### config.mk
export PLATFORM = sky130hd
export DESIGN_NAME = fracn_main_div
export DESIGN_NICKNAME = d
export VERILOG_FILES = /design/src/rtl/fracn_pkg.sv /design/src/rtl/fracn_cfg_regs.sv /design/src/rtl/fracn_accum.sv /design/src/rtl/fracn_cycle_counter.sv /design/src/rtl/fracn_comp_window.sv /design/src/rtl/fracn_main_div.sv
export SDC_FILE = /design/constraint.sdc
export NUM_CORES = 1
export LEC_CHECK = 0
export ABC_AREA = 1
export BUFFER_PORTS_ARGS = -buffer_cell sky130_fd_sc_hd__buf_4
export CORE_MARGIN = 2
export CORE_UTILIZATION = 51
export CTS_CLUSTER_DIAMETER = 200
export DETAILED_ROUTE_END_ITERATION = 12
export PLACE_DENSITY = 0.83
export SLEW_MARGIN = 15
export SYNTH_ARGS = -nofsm -noshare
export SYNTH_HDL_FRONTEND = slang
export SYNTH_SLANG_ARGS = --single-unit
export TNS_END_PERCENT = 1
### constraint.sdc
create_clock -name clk -period 2.9 [get_ports clk]
set_clock_uncertainty 0.15 [all_clocks]
set_input_delay 0.435 -clock clk [delete_from_list [all_inputs] [get_ports clk]]
set_output_delay 0.435 -clock clk [all_outputs]
set_load 0.005 [all_outputs]
### src/rtl/fracn_pkg.sv
package fracn_pkg;

    localparam int RATIO_W = 16;
    localparam int NF_W    = 3;
    localparam int ACC_W   = 3;
    localparam int Q_W     = ACC_W + 1;
    localparam int MOD5_Q  = 5;
    localparam int MOD8_Q  = 8;

    typedef struct packed {
        logic [RATIO_W-1:0] ratio;
        logic [NF_W-1:0]    nf;
        logic               mod5;
    } div_cfg_t;

    function automatic logic [Q_W-1:0] modulus(input logic mod5);
        return mod5 ? Q_W'(MOD5_Q) : Q_W'(MOD8_Q);
    endfunction

    // Clamp the ratio to its floor and fold the increment into the modulus.
    function automatic div_cfg_t sanitize(input div_cfg_t raw,
                                          input logic [RATIO_W-1:0] floor_ratio);
        div_cfg_t c;
        c = raw;
        if (raw.ratio < floor_ratio)
            c.ratio = floor_ratio;
        if (raw.mod5 && ({1'b0, raw.nf} >= Q_W'(MOD5_Q)))
            c.nf = raw.nf - NF_W'(MOD5_Q);
        return c;
    endfunction

endpackage

### src/rtl/fracn_cfg_regs.sv
module fracn_cfg_regs
    import fracn_pkg::*;
#(
    parameter int MIN_RATIO = 512
) (
    input  logic               clk,
    input  logic               rst,
    input  logic               load,
    input  div_cfg_t           cfg_in,
    input  logic               apply,
    output div_cfg_t           next_cfg,
    output logic [RATIO_W-1:0] active_ratio,
    output logic               active_mod5,
    output logic               mode_change
);
    localparam logic [RATIO_W-1:0] FLOOR = RATIO_W'(MIN_RATIO);
    localparam div_cfg_t RESET_CFG = '{ratio: FLOOR, nf: '0, mod5: 1'b0};

    div_cfg_t pending;

    // A load in the same clock as a boundary is applied at once.
    assign next_cfg    = load ? sanitize(cfg_in, FLOOR) : pending;
    assign mode_change = next_cfg.mod5 != active_mod5;

    always_ff @(posedge clk) begin
        if (rst) begin
            pending      <= RESET_CFG;
            active_ratio <= FLOOR;
            active_mod5  <= 1'b0;
        end else begin
            pending <= next_cfg;
            if (apply) begin
                active_ratio <= next_cfg.ratio;
                active_mod5  <= next_cfg.mod5;
            end
        end
    end
endmodule

### src/rtl/fracn_accum.sv
module fracn_accum
    import fracn_pkg::*;
(
    input  logic             clk,
    input  logic             rst,
    input  logic             clr,
    input  logic             step,
    input  logic             restart,
    input  logic [NF_W-1:0]  nf,
    input  logic             mod5,
    output logic [ACC_W-1:0] acc,
    output logic             stretch
);
    logic [Q_W-1:0] base;
    logic [Q_W-1:0] sum;
    logic [Q_W-1:0] q;
    logic           wrap;

    always_comb begin
        base = restart ? '0 : {1'b0, acc};
        sum  = base + Q_W'(nf);
        q    = modulus(mod5);
        wrap = sum >= q;
    end

    always_ff @(posedge clk) begin
        if (rst || clr) begin
            acc     <= '0;
            stretch <= 1'b0;
        end else if (step) begin
            acc     <= wrap ? ACC_W'(sum - q) : ACC_W'(sum);
            stretch <= wrap;
        end
    end
endmodule

### src/rtl/fracn_cycle_counter.sv
module fracn_cycle_counter #(
    parameter int CNT_W = 17
) (
    input  logic             clk,
    input  logic             rst,
    input  logic             clr,
    input  logic             run,
    input  logic [CNT_W-1:0] len,
    output logic             tick
);
    logic [CNT_W-1:0] cnt;

    assign tick = run && !clr && (cnt == len - CNT_W'(1));

    always_ff @(posedge clk) begin
        if (rst || clr)
            cnt <= '0;
        else if (run)
            cnt <= tick ? '0 : cnt + CNT_W'(1);
    end
endmodule

### src/rtl/fracn_comp_window.sv
module fracn_comp_window #(
    parameter int WIN_CYCLES = 128
) (
    input  logic clk,
    input  logic rst,
    input  logic clr,
    input  logic start,
    output logic win
);
    localparam int W = $clog2(WIN_CYCLES + 1);

    logic [W-1:0] cnt;

    always_ff @(posedge clk) begin
        if (rst || clr) begin
            win <= 1'b0;
            cnt <= '0;
        end else if (start) begin
            win <= 1'b1;
            cnt <= '0;
        end else if (win) begin
            if (cnt == W'(WIN_CYCLES - 1))
                win <= 1'b0;
            cnt <= cnt + W'(1);
        end
    end
endmodule

### src/rtl/fracn_main_div.sv
module fracn_main_div
    import fracn_pkg::*;
#(
    parameter int MIN_RATIO  = 512,
    parameter int WIN_CYCLES = 128
) (
    input  logic               clk,
    input  logic               rst,
    input  logic               enable,
    input  logic               resync,
    input  logic               load,
    input  logic [RATIO_W-1:0] ratio_in,
    input  logic [NF_W-1:0]    frac_in,
    input  logic               mod5_sel,
    output logic               div_pulse,
    output logic [ACC_W-1:0]   acc_value,
    output logic               comp_window
);
    localparam int CNT_W = RATIO_W + 1;

    div_cfg_t           cfg_in;
    div_cfg_t           next_cfg;
    logic [RATIO_W-1:0] active_ratio;
    logic               active_mod5;
    logic               mode_change;
    logic               halt;
    logic               tick;
    logic               stretch;
    logic [CNT_W-1:0]   cycle_len;
    logic [Q_W-1:0]     q_active;

    assign cfg_in    = '{ratio: ratio_in, nf: frac_in, mod5: mod5_sel};
    assign halt      = !enable || resync;
    assign cycle_len = CNT_W'(active_ratio) + CNT_W'(stretch);
    assign q_active  = modulus(active_mod5);

    fracn_cfg_regs #(.MIN_RATIO(MIN_RATIO)) u_cfg (
        .clk         (clk),
        .rst         (rst),
        .load        (load),
        .cfg_in      (cfg_in),
        .apply       (tick || halt),
        .next_cfg    (next_cfg),
        .active_ratio(active_ratio),
        .active_mod5 (active_mod5),
        .mode_change (mode_change)
    );

    fracn_cycle_counter #(.CNT_W(CNT_W)) u_cnt (
        .clk (clk),
        .rst (rst),
        .clr (halt),
        .run (enable),
        .len (cycle_len),
        .tick(tick)
    );

    fracn_accum u_acc (
        .clk    (clk),
        .rst    (rst),
        .clr    (halt),
        .step   (tick),
        .restart(mode_change),
        .nf     (next_cfg.nf),
        .mod5   (next_cfg.mod5),
        .acc    (acc_value),
        .stretch(stretch)
    );

    fracn_comp_window #(.WIN_CYCLES(WIN_CYCLES)) u_win (
        .clk  (clk),
        .rst  (rst),
        .clr  (halt),
        .start(tick),
        .win  (comp_window)
    );

    always_ff @(posedge clk) begin
        if (rst || halt)
            div_pulse <= 1'b0;
        else
            div_pulse <= tick;
    end
endmodule

After elaboration in Yosys (flattened, before gate mapping) --
Cells that the tools add are included.
Word-level totals: output and inout port bits 5, logic and storage cells 43, flip-flop bits (word level) 68, bits of input ports 25
Operators by class: $lt $le $gt $ge 3, reduce and logical (&&, ||, !) cells 9, add/subtract/negate cells 7, multiplexer cells 10, eq/ne operators 3
Operator list (count):
- $mux 20 | 1
- $add 16x1->17 | 1
- $add 17x1->17 const B | 1
- $eq 17x17->1 | 1
- $mux 17 | 1
- $sub 17x1->17 const B | 1
- $lt 16x10->1 const B | 1
- $mux 16 | 1
- $mux 3 | 3
- $add 8x1->8 const B | 1
- $eq 8x7->1 const B | 1
- $add 3x3->4 | 1
- $ge 4x4->1 | 1
- $mux 4 | 1
- $ge 3x3->1 const B | 1
- $logic_and 1x1->1 | 3
- $logic_or 1x1->1 | 3
- $mux 1 | 3
- $sub 3x3->3 | 1
- $sub 3x3->3 const B | 1
- $logic_not 1->1 | 2
- $reduce_or 2->1 | 1
- $ne 1x1->1 | 1

Longest topological paths before layout --
word-level depth 9, gate-level depth with buffers 19, mapped depth without buffers 18

Cells and area by module --
Synthesis repeated with hierarchy kept, for this count alone.
Unflattened totals: cells, all modules 729, area, all modules 4593.2 um2
By module, submodules not included:
- fracn_cfg_regs | cells each 247, area each 1681.6 um2, sequential area each 740.7 um2, instances 1
- fracn_cycle_counter | cells each 280, area each 1636.6 um2, sequential area each 340.3 um2, instances 1
- fracn_comp_window | cells each 62, area each 429.2 um2, sequential area each 180.2 um2, instances 1
- fracn_main_div | cells each 81, area each 425.4 um2, sequential area each 20.0 um2, instances 1
- fracn_accum | cells each 59, area each 420.4 um2, sequential area each 80.1 um2, instances 1

Worst setup path before layout --
OpenSTA, ideal clock, no wires.
path type input-to-reg, start in load, end reg u_acc.acc[1], arrival time 3.012 ns, required time 2.692 ns, setup time 0.058 ns, path buffers 1, slack -0.320 ns, stages 13, cells stage by stage clkbuf_1 o21ai_0 xor2_1 nor2_1 ha_1 fa_1 xor2_1 ha_1 a21oi_1 o21bai_1 mux2i_1 nand2_1 nand2_1
Between the ends: word-level cells in the longest chain between the ends 6, elaborated cells between the ends (all ways) 8, those cells by class 2 x add/sub; 1 x order compare; 1 x eq/ne; 4 x mux
RTL lines:
- start: declaration | RTL line fracn_main_div.sv:11 | input logic load,
- $mux 20 * | RTL line fracn_cfg_regs.sv:22 | assign next_cfg = load ? sanitize(cfg_in, FLOOR) : pending;
- $ne 1x1->1 | RTL line fracn_cfg_regs.sv:23 | assign mode_change = next_cfg.mod5 != active_mod5;
- $mux 3 | RTL line fracn_accum.sv:20 | base = restart ? '0 : {1'b0, acc};
- $add 3x3->4 | RTL line fracn_accum.sv:21 | sum = base + Q_W'(nf);
- $ge 4x4->1 / $sub 3x3->3 (equally long branches) | RTL line fracn_accum.sv:23, fracn_accum.sv:31
- $mux 3 * | RTL line fracn_accum.sv:31 | acc <= wrap ? ACC_W'(sum - q) : ACC_W'(sum);
- end signal: assignment | RTL line fracn_accum.sv:31
- end: declaration | RTL line fracn_accum.sv:11 | output logic [ACC_W-1:0] acc,
Mark *: on every way between the ends. The rest lies on a longest branch, timed or not. A chain may end at the register's enable or synchronous reset.

==> impl_metrics.csv <==
group,metric,value,unit
status,status,"completed",
setup_path,cp_common_cell,"buf_4",
power_and_ir_drop,p_per_area,476,nW/µm²
clocking,clk_path_buf_depth,2,
clocking,clk_pin_slew,70,ps
clocking,cts_buffers,9,
route,wirelength,7980,µm
grt,antenna_found_initial,0,
route,route.detailed.drc,0,
logic_synthesis,ys_async_sr_fraction,0,%
power_and_ir_drop,combPwrFrac,17.2,%
power_and_ir_drop,p_int,0.00154,W
finish,antennaDiodeCount,0,
logic_synthesis,synth_top_area_cell,"dfxtp_1",
placed_design,place_area,4240,µm²
logic_synthesis,synth_seq_cells,68,
clocking,cts_tree,"yes",
timing,setup_viol,0,
route,antenna_left,0,
logic_synthesis,synthCells,582,
clocking,insertion_delay,350,ps
logic_synthesis,syn_area_per_cell,6.57,µm²
clocking,cts_hold_buffers,0,
setup_path,cp.arrival,2880,ps
setup_path,start_kind,"input port",
setup_path,crit_fanout,18,
setup_path,path_buf_inv,4,
die,start_util,52.7,%
power_and_ir_drop,totalPowerFinal,0.00212,W
timing,maxSlewHeadroom,61.7,%
setup_path,worstSetupPathType,"input port to flop",
clocking,htreeDepth,3,
grt,grt_pass1_vias,3417,
die,boundaryPins,30,
setup_path,critical-path-slowest-cell,"fa_2",
grt,grt_util_met1,22.8,%
timing,fmax,365,MHz
power_and_ir_drop,switching_share,27.5,%
timing,worst_slew_pin_slew,572,ps
logic_synthesis,synth_edf_count,0,
finish,mostFrequentLayoutCells,"nand2_1 (170), inv_1 (88), nor2_1 (82)",
power_and_ir_drop,ir_drop,0.338,mV
finish,layout.cells.non_filler,728,
min_path,hp-class,"input port to flop",
die,die_h,90.6,µm
power_and_ir_drop,pwr-share-seq,46.9,%
grt,use_met2,37.6,%
logic_synthesis,netlist_area,3820,µm²
clocking,cts_setup_buffers,0,
power_and_ir_drop,clockPowerShare,35.9,%
route,vias_per_cell,4.90,
job,drv_cap,0,
logic_synthesis,synth_cell_types,35,
die,dieArea,8200,µm²
grt,overflow,0,
placed_design,port_buffers,29,
grt,grt_use_total,20.7,%
timing,period_needed,2740,ps
logic_synthesis,ys_top_cells_by_area,"dfxtp_1 (36%), nand2_1 (17%), inv_1 (8.7%), nor2_1 (8.1%), nand3_1 (5.8%)",
setup_path,cp-end-kind,"flop",
logic_synthesis,syn_nets,621,
finish,drive_gt1_share,13.0,%
clocking,cts_root_buf,"clkbuf_8",
timing,slew_viol_final,0,
grt,grt_max_degree,43,
placed_design,hpwl,5980,µm
logic_synthesis,ys_seq_area_share,35.6,%
timing,worst_slack,163,ps
finish,layout_commonest_cell,"nand2_1",
power_and_ir_drop,power.switching,0.000583,W
logic_synthesis,synthFlopType,"dfxtp_1",
grt,top_usage_layer,"met2",
finish,fillers,680,
setup_path,path_cells,"buf_4 -> buf_4 -> buf_4 -> nor2_1 -> a21oi_2 -> ha_2 -> fa_2 -> inv_2 -> ha_4 -> o21ai_1 -> a21oi_2 -> o21bai_2 -> mux2i_1 -> nand2_1 -> nand2_1",
die,dieWidth,90.6,µm
route,dr.pass1.iters,4,
setup_path,crit_required,3040,ps
setup_path,cp_top_family,"adder cells",
route,vias,3565,
die,core,7250,µm²
grt,grt_first_pass_wirelength,13900,µm
setup_path,cpPeakStageDelay,560,ps
die,fp-row-count,31,
placed_design,routabilityCongestion,0.892,
route,drt_iter0_markers,169,
finish,fin_area,4450,µm²
timing,hold_viol,0,
clocking,cts.sinks,68,
route,wl_per_cell,11.0,µm
finish,final_net_count,664,
timing,finalCritPeriodShare,94.4,%
finish,area_growth,16.4,%
timing,rsz0062_at_grt,"false",
logic_synthesis,synth_top_cell_area_share,35.6,%
logic_synthesis,ys_warn_count,0,
placed_design,pre_cts_ws,-308,ps
placed_design,dp_cells,713,
power_and_ir_drop,p_leak,2.21,nW
grt,met3_usage,4.92,%
finish,fin_util,61.3,%
==> metal layers <==
| metal | wire length [µm] | part of all wire (%) |
|---|---|---|
| met5 | 0 | 0 |
| met3 | 322 | 4.0 |
| met4 | 183 | 2.3 |
| met2 | 3930 | 49 |
| met1 | 3550 | 44 |
==> worst register-to-register path, stage by stage (launching register included) <==
cell and delay (ps):
dfxtp_1 310, o21ai_2 170, xor2_1 200, nor2_1 70
ha_2 190, fa_2 560, inv_2 60, ha_4 150
o21ai_1 90, a21oi_2 90, o21bai_2 280, mux2i_1 220
nand2_1 60, nand2_1 50
==> registers in the layout, indices dropped and copies added (netlist names) <==
name	flops
u_cnt.cnt	17
u_cfg.active_mod5	1
u_win.win	1
div_pulse	1
u_cfg.active_ratio	16
u_win.cnt	8
u_cfg.pending	20
u_acc.acc	3
u_acc.stretch	1
==> worst paths after layout <==
path                            depth (start not counted)  slack, ps                        end                         from
worst max-delay path                                   15        160  u_acc.acc[1]$_SDFFE_PP0N_                         load
worst min-delay path                                    3        210  u_cnt.cnt[1]$_SDFFE_PP0P_                       enable
worst max register to register                         13        200  u_acc.acc[1]$_SDFFE_PP0N_  u_cfg.pending[0]$_SDFF_PP0_
worst min register to register                          2        320  u_win.cnt[7]$_SDFFE_PP0P_    u_win.cnt[7]$_SDFFE_PP0P_
==> synthesized netlist by cell type, types with 2 or more instances <==
library cell,instances
a21oi_1,23
a31oi_1,3
and2_1,4
buf_1,2
buf_2,3
buf_6,2
clkbuf_1,4
dfxtp_1,68
ha_1,13
inv_1,89
inv_2,3
mux2i_1,2
nand2_1,170
nand3_1,44
nand3b_1,2
nand4_1,7
nor2_1,82
nor2_2,6
nor2_4,3
nor3_1,9
nor4_1,2
o21ai_0,5
o21bai_1,2
or2_2,2
xnor2_1,5
xor2_1,18
==> cell families after synthesis <==
| kind of cell | after synthesis | share of synthesized area, % |
|---|---|---|
| xor+xnor | 24 | 5.86 |
| flops | 68 | 35.6 |
| compound gates | 34 | 4.68 |
| mux | 2 | 0.524 |
| simple gates | 335 | 37.6 |
| fa+ha+maj | 14 | 4.78 |
| buf+inv | 105 | 10.9 |
==> layout make-up <==
cell class,count,area (µm²),area share [%]
clock buffer,13,149,3.35
clock inverter,2,35.0,0.788
inverter,93,349,7.85
multi-input combinational,409,2100,47.2
sequential,68,1360,30.6
tap,99,124,2.79
timing repair buffer,44,330,7.43
==> stage by stage <==
| stage | hold WS (ps) | setup TNS [ps] |
|---|---|---|
| 2_1_floorplan | 293 | 0 |
| 3_3_place_gp | 299 | -211 |
| 3_5_place_dp | 317 | -1080 |
| 4_1_cts | 187 | 0 |
| 5_1_grt | 201 | 0 |
| 6_report | 207 | 0 |
==> what timing repair did <==
action | CTS | global route
setup endpoints to repair | 0 | 20
hold endpoints to repair | 0 | 0
gates resized for setup | 0 | 5
==> power groups by stage <==
stage          Sequential, W  Combinational (W)  Clock, W
2_1_floorplan        0.00101           0.000258         0
3_3_place_gp         0.00101           0.000342         0
3_5_place_dp         0.00101           0.000356         0
4_1_cts             0.000994           0.000360  0.000775
5_1_grt             0.000998           0.000415  0.000808
6_report            0.000994           0.000364  0.000760
Power figures use the tool's default switching activity.
